$ cat config.mk
export PLATFORM = sky130hd
export DESIGN_NAME = tone_hold_ctrl
export DESIGN_NICKNAME = d
export VERILOG_FILES = /design/src/rtl/tdc_pkg.sv /design/src/rtl/tdc_qual.sv /design/src/rtl/tdc_release.sv /design/src/rtl/tdc_chan.sv /design/src/rtl/tone_hold_ctrl.sv
export SDC_FILE = /design/constraint.sdc
export NUM_CORES = 1
export LEC_CHECK = 0
export ABC_CLOCK_PERIOD_IN_PS = 3300
export CORE_MARGIN = 2
export CORE_UTILIZATION = 55
export CTS_CLUSTER_SIZE = 28
export DETAILED_ROUTE_END_ITERATION = 7
export DONT_BUFFER_PORTS = 1
export PLACE_DENSITY = 0.69
export SKIP_LAST_GASP = 1
export SYNTH_ARGS = -nofsm -noshare
export SYNTH_HDL_FRONTEND = slang
export SYNTH_HIERARCHICAL = 1
export SYNTH_SLANG_ARGS = --single-unit
$ cat constraint.sdc
create_clock -name clk -period 3.3 [get_ports clk]
set_input_delay 0.495 -clock clk [delete_from_list [all_inputs] [get_ports clk]]
set_output_delay 0.495 -clock clk [all_outputs]
set_load 0.01 [all_outputs]
$ cat src/rtl/tdc_pkg.sv
package tdc_pkg;

  function automatic int unsigned max2(input int unsigned a, input int unsigned b);
    return (a > b) ? a : b;
  endfunction

  function automatic int unsigned cnt_width(input int unsigned limit);
    return (limit < 2) ? 1 : $clog2(limit + 1);
  endfunction

  // Tick on which a reversal-mode run qualifies: the later of the window end
  // and the first reversal position (positions count from 1).
  function automatic int unsigned rev_set_tick(input int unsigned window,
                                               input int unsigned first_rev);
    return max2(window, first_rev);
  endfunction

endpackage

$ cat src/rtl/tdc_qual.sv
module tdc_qual
  import tdc_pkg::*;
#(
  parameter int unsigned REV_TICKS   = 1000,
  parameter int unsigned PLAIN_TICKS = 400
) (
  input  logic clk,
  input  logic rst_n,
  input  logic tick,
  input  logic armed,
  input  logic tone,
  input  logic rev,
  input  logic plain,
  output logic set_evt,
  output logic rev_mem
);
  localparam int unsigned SAT = max2(REV_TICKS, PLAIN_TICKS);
  localparam int unsigned CW  = cnt_width(SAT);
  localparam logic [CW:0] LIM_REV   = (CW+1)'(REV_TICKS);
  localparam logic [CW:0] LIM_PLAIN = (CW+1)'(PLAIN_TICKS);
  localparam logic [CW:0] SAT_V     = (CW+1)'(SAT);

  logic [CW-1:0] run_cnt;
  logic [CW:0]   run_next;
  logic [CW:0]   lim;
  logic          rev_ok;

  assign run_next = {1'b0, run_cnt} + 1'b1;
  assign lim      = plain ? LIM_PLAIN : LIM_REV;
  assign rev_ok   = plain | rev_mem | rev;
  assign set_evt  = tick & armed & tone & (run_next >= lim) & rev_ok;

  always_ff @(posedge clk or negedge rst_n) begin
    if (!rst_n) begin
      run_cnt <= '0;
      rev_mem <= 1'b0;
    end else if (tick) begin
      if (!armed || !tone || set_evt) begin
        run_cnt <= '0;
        rev_mem <= 1'b0;
      end else begin
        if (run_next <= SAT_V) run_cnt <= run_next[CW-1:0];
        rev_mem <= rev_mem | rev;
      end
    end
  end
endmodule

$ cat src/rtl/tdc_release.sv
module tdc_release
  import tdc_pkg::*;
#(
  parameter int unsigned QUIET_TICKS = 400
) (
  input  logic clk,
  input  logic rst_n,
  input  logic tick,
  input  logic held,
  input  logic quiet,
  output logic clr_evt
);
  localparam int unsigned CW = cnt_width(QUIET_TICKS);
  localparam logic [CW:0] LIM_Q = (CW+1)'(QUIET_TICKS);

  logic [CW-1:0] q_cnt;
  logic [CW:0]   q_next;

  assign q_next  = {1'b0, q_cnt} + 1'b1;
  assign clr_evt = tick & held & quiet & (q_next >= LIM_Q);

  always_ff @(posedge clk or negedge rst_n) begin
    if (!rst_n) begin
      q_cnt <= '0;
    end else if (tick) begin
      if (!held || !quiet || clr_evt) q_cnt <= '0;
      else                            q_cnt <= q_next[CW-1:0];
    end
  end
endmodule

$ cat src/rtl/tdc_chan.sv
module tdc_chan #(
  parameter int unsigned REV_TICKS   = 1000,
  parameter int unsigned PLAIN_TICKS = 400,
  parameter int unsigned QUIET_TICKS = 400
) (
  input  logic clk,
  input  logic rst_n,
  input  logic tick,
  input  logic tone,
  input  logic rev,
  input  logic quiet,
  input  logic plain,
  input  logic auto_en,
  output logic td,
  output logic irq,
  output logic byp,
  output logic rev_mem
);
  logic set_evt;
  logic clr_evt;

  tdc_qual #(.REV_TICKS(REV_TICKS), .PLAIN_TICKS(PLAIN_TICKS)) u_qual (
    .clk(clk), .rst_n(rst_n), .tick(tick), .armed(~td), .tone(tone),
    .rev(rev), .plain(plain), .set_evt(set_evt), .rev_mem(rev_mem)
  );

  tdc_release #(.QUIET_TICKS(QUIET_TICKS)) u_rel (
    .clk(clk), .rst_n(rst_n), .tick(tick), .held(td), .quiet(quiet),
    .clr_evt(clr_evt)
  );

  always_ff @(posedge clk or negedge rst_n) begin
    if (!rst_n) begin
      td  <= 1'b0;
      irq <= 1'b0;
    end else begin
      irq <= set_evt | clr_evt;
      if (set_evt)      td <= 1'b1;
      else if (clr_evt) td <= 1'b0;
    end
  end

  assign byp = auto_en & td;
endmodule

$ cat src/rtl/tone_hold_ctrl.sv
module tone_hold_ctrl #(
  parameter int unsigned NCH         = 4,
  parameter int unsigned REV_TICKS   = 1000,
  parameter int unsigned PLAIN_TICKS = 400,
  parameter int unsigned QUIET_TICKS = 400
) (
  input  logic           clk,
  input  logic           rst_n,
  input  logic           ms_tick,
  input  logic [NCH-1:0] tone_det,
  input  logic [NCH-1:0] rev_det,
  input  logic [NCH-1:0] quiet_det,
  input  logic [NCH-1:0] plain_mode,
  input  logic [NCH-1:0] auto_byp,
  output logic [NCH-1:0] td_stat,
  output logic [NCH-1:0] td_irq,
  output logic [NCH-1:0] byp_req
);
  logic [NCH-1:0] rev_mem_w;

  for (genvar c = 0; c < NCH; c++) begin : g_ch
    tdc_chan #(
      .REV_TICKS(REV_TICKS), .PLAIN_TICKS(PLAIN_TICKS), .QUIET_TICKS(QUIET_TICKS)
    ) u_ch (
      .clk(clk), .rst_n(rst_n), .tick(ms_tick),
      .tone(tone_det[c]), .rev(rev_det[c]), .quiet(quiet_det[c]),
      .plain(plain_mode[c]), .auto_en(auto_byp[c]),
      .td(td_stat[c]), .irq(td_irq[c]), .byp(byp_req[c]), .rev_mem(rev_mem_w[c])
    );
  end
endmodule

==> results.md <==
* Final setup viols at 0
* Wirelength, routed at 14600 um
* Status: finished clean
* Worst Tran Pin Value at 0.778 ns
* Seq pwr share at approximately half
* Synth Register Bits at a little under 90
* Routed len/inst at 16.1 um
* H-tree Lvls at 3
* Pin count of the biggest net entering global routing at 89
* Placer Congestion at 0.934
* Clock network power share at a little under two fifths
* Setup TNS at 0 ns
* R2R Path End: g_ch[3].u_ch/u_qual/run_cnt[0]$_DFFE_PN0P_
* Final slew viol count at 0
* Crit path time final at ~3.1 ns
* Register-to-register setup slack at 0.23 ns
* CTS Buf Count at 9
* DIE HEIGHT at between 100 and 150 um
* FF-to-FF Start: g_ch[3].u_ch/u_qual/run_cnt[0]$_DFFE_PN0P_
* F_max at 0.325 GHz
* CTS tree: yes
* Layout cells sized above 1 at 9.55%
* Core Region at 11900 sq um
* Area of placed instances at 6670 sq um
* Syn_area_per_cell at 8.56 sq um
* Sw frac at 28.5%
* GRT Overall Usage at 23.8%
* Mapped Cells at 776
* Largest delay share family, worst path: compound AO/OA/AOI/OAI gates
* Clk_lat worst skew at 0.35 ns
* Placed cells at 895
* Clock sinks at approximately 90
* Max VDD drop at 246 uV
* Max-Cap Viols at 0
* Seq/Total Area, Yosys at between 30 and 40%
* Row cnt at 40
* Ports at 35
* Crit Path Max Fanout at 8
* First-pass GRT wire length at 25400 um
* Critical path startpoint category: flip-flop
* Pwr dens at 385 nW/um^2
* Leak at 2.90 nW
* Int Pwr at 1.92 mW
* Clock root buffer: clkbuf_16
* Number of global-route vias before repair at 5553
* Crit path largest cell delay at approximately 0.46 ns
* Die Width at roughly 110 um
* Antenna violations before repair at 0
* Cell area after layout at 6990 sq um
* Fraction of registers with async set/reset at 100%
* Max-slew headroom at roughly half
* Vias at 5925
* Initial Util at 55.7%
* Post-synth top flop: dfrtp_1
* # diodes at 0
* Die area at 13000 sq um
* EDFF count, synth at 0
* Overflow after GRT at 0
* Clk slew on worst S/H paths at 0.06 ns
* Reg2reg path depth at 11
* Final Cycle Share at approximately 93%
* Post-route ant nets at 0
* Netlist cell types at 74
* HP Class: input pin to async pin
* Mapped Area at 6640 sq um
* Critical Path RT at 3.53 ns
* Slowest cell on crit path: dfrtp_1
* Critical path class: flip-flop to flip-flop
* Vias/cell at 6.50
* Fin. Hold Viols at 0
* Layout Cells excl Fill at 911
* Fill cells at around 1.1k
* Residual DRC count at 0
* Max Buffers Root-to-Sink at 2
* Critical Path, Cell by Cell: ha_1 -> nand4_1 -> o21ai_1 -> nand2_1 -> ha_1 -> and4_1 -> nand3_1 -> a311o_1 -> o21ai_1 -> a21oi_4 -> a22o_1
* Critical Path AT at 3.30 ns
* WP buf/inv at 0
* Synthesized net count at 835
* Total power at around 2.7 mW
* Pre-antenna DRT Iters at 5
* Area growth syn-to-layout at 5.26%
* Clock Skews at 0.00781 ns
* Starting DRT DRC Count at 445
* NetSw at 0.766 mW
* Nets@finish at 819
* Comb pwr share at a little over an eighth
* Dpl hpwl at 10200 um
* Synthesis Warnings at 6
* Port Buffers at 0
* Crit end category: flip-flop
* RSZ-0062 raised after global routing: true
[worst reg2reg max path, cell delays in order, from the launching register on]
cell and delay, ns:
dfrtp_1 0.46, ha_1 0.35, nand4_1 0.16, o21ai_1 0.20, nand2_1 0.10, ha_1 0.32, and4_1 0.19, nand3_1 0.10
a311o_1 0.35, o21ai_1 0.31, a21oi_4 0.13, a22o_1 0.27
[worst max path at each step]
stage / start / endpoint / slack (ns) / depth (start not counted)
2_1_floorplan: g_ch[1].u_ch/u_qual/run_cnt[0]$_DFFE_PN0P_ / g_ch[1].u_ch/u_qual/run_cnt[0]$_DFFE_PN0P_ / 0.47 / 12
3_3_place_gp: g_ch[2].u_ch/u_qual/run_cnt[0]$_DFFE_PN0P_ / g_ch[2].u_ch/u_qual/run_cnt[0]$_DFFE_PN0P_ / 0.33 / 11
3_5_place_dp: g_ch[2].u_ch/u_qual/run_cnt[0]$_DFFE_PN0P_ / g_ch[2].u_ch/u_qual/run_cnt[0]$_DFFE_PN0P_ / 0.21 / 11
4_1_cts: g_ch[3].u_ch/u_qual/run_cnt[0]$_DFFE_PN0P_ / g_ch[3].u_ch/u_qual/run_cnt[0]$_DFFE_PN0P_ / 0.17 / 11
5_1_grt: g_ch[3].u_ch/u_qual/run_cnt[0]$_DFFE_PN0P_ / g_ch[3].u_ch/u_qual/run_cnt[0]$_DFFE_PN0P_ / -0.03 / 11
6_report: g_ch[3].u_ch/u_qual/run_cnt[0]$_DFFE_PN0P_ / g_ch[3].u_ch/u_qual/run_cnt[0]$_DFFE_PN0P_ / 0.23 / 11
[synth_stat cells, drive strengths merged (4+ instances only)]
master,count,area [sq um]
nor2,26,97.6
o32a,4,40.0
ha,36,450
and3,23,145
o21bai,4,30.0
o22ai,8,50.1
a32o,9,101
a31oi,29,181
or2,7,43.8
xnor2,7,61.3
clkbuf,18,78.8
a21oi,47,269
o31ai,4,30.0
or4,10,90.1
inv,52,195
o2bb2ai,6,52.6
nand3,62,338
and4,12,110
nor2b,8,50.1
buf,13,101
a22oi,4,30.0
dfrtp,88,2200
o21ai,60,300
o311ai,15,139
and2,19,119
o211ai,7,57.6
nand2b,11,68.8
a31o,7,61.3
mux2i,11,110
or3,7,52.6
nand4,13,81.3
a311oi,6,71.3
xor2,8,70.1
nand4b,4,35.0
a311o,6,63.8
nor3,9,45.0
nand2,83,314
o21a,7,52.6
[layout make-up]
cell class                      count  area [sq um]  area share [%]
Multi-Input combinational cell    605          4070            58.2
Sequential cell                    88          2200            31.5
Clock buffer                       12           246            3.53
Inverter                           52           195            2.79
Tap cell                          147           184            2.63
Timing Repair Buffer                4          50.0           0.716
Clock inverter                      3          42.5           0.609
[repair_timing]
item	CTS	global route
hold buffers	1	0
resized for setup	0	3
buffers inserted	0	0
endpoints found under the hold margin	88	0
endpoints found under the setup margin	0	16
[power by group through the flow]
stage	clock network (mW)	logic, mW	registers (mW)
floorplan	0	0.300	1.30
global placement	0	0.312	1.33
detailed placement	0	0.325	1.34
CTS	1.05	0.354	1.32
global route	1.08	0.408	1.34
finish	1.01	0.353	1.32
[kinds of logic after synthesis]
| kind of cell | share of synthesized area, % |
|---|---|
| xor gates and xnor gates | 1.98 |
| adders and majority gates | 6.78 |
| DFF | 33.2 |
| buffers and inverters | 5.65 |
| muxes | 1.66 |
| and+or+nand+nor | 24.6 |
| AOI/OAI and AO/OA | 26.2 |
[stage by stage]
stage	util, %	hold WS [ns]	setup WS [ns]
after floorplan	-	0.199	0.475
after global placement	56.0	0.202	0.326
after detailed placement	56.0	0.203	0.213
after CTS	58.6	0.0692	0.166
after global routing	58.7	0.0917	-0.0316
final	58.7	0.0646	0.228
[placed cells by master (no fill, tap or decap), types with 6 or more instances in the layout]
cell / synthesis / layout
dfrtp_1: 88 / 88
clkbuf_16: 0 / 9
nand2_1: 82 / 82
o21a_1: 7 / 7
and3_1: 22 / 22
a32o_2: 9 / 9
nand4_1: 13 / 13
o22ai_1: 8 / 8
o2bb2ai_1: 6 / 6
a31o_2: 7 / 7
xnor2_1: 7 / 7
and2_1: 16 / 16
nor3_1: 9 / 9
o311ai_0: 10 / 10
a21oi_1: 44 / 44
o211ai_1: 6 / 6
and4_1: 8 / 8
a31oi_1: 29 / 29
nand3_1: 58 / 58
nor2b_1: 8 / 8
nand2b_1: 11 / 11
xor2_1: 8 / 8
o21ai_0: 57 / 56
inv_1: 52 / 52
mux2i_1: 11 / 11
nor2_1: 26 / 26
ha_1: 36 / 35
[flip-flops by register name (all words and copies together), names as in the netlist]
name and count:
g_ch.u_ch/u_qual/run_cnt 40, g_ch.u_ch/u_qual/rev_mem 4, g_ch.u_ch/irq 4, g_ch.u_ch/u_rel/q_cnt 36, g_ch.u_ch/td 4
[metal layers]
layer  track usage, %  vias up  routed length, um
li1                 -     2897                  -
met1             31.9     2834               6750
met2             38.3      181               6910
met3             5.15       13                762
met4             8.37        0                200
met5                0        -                  0
(Power assumes the default switching activity.)
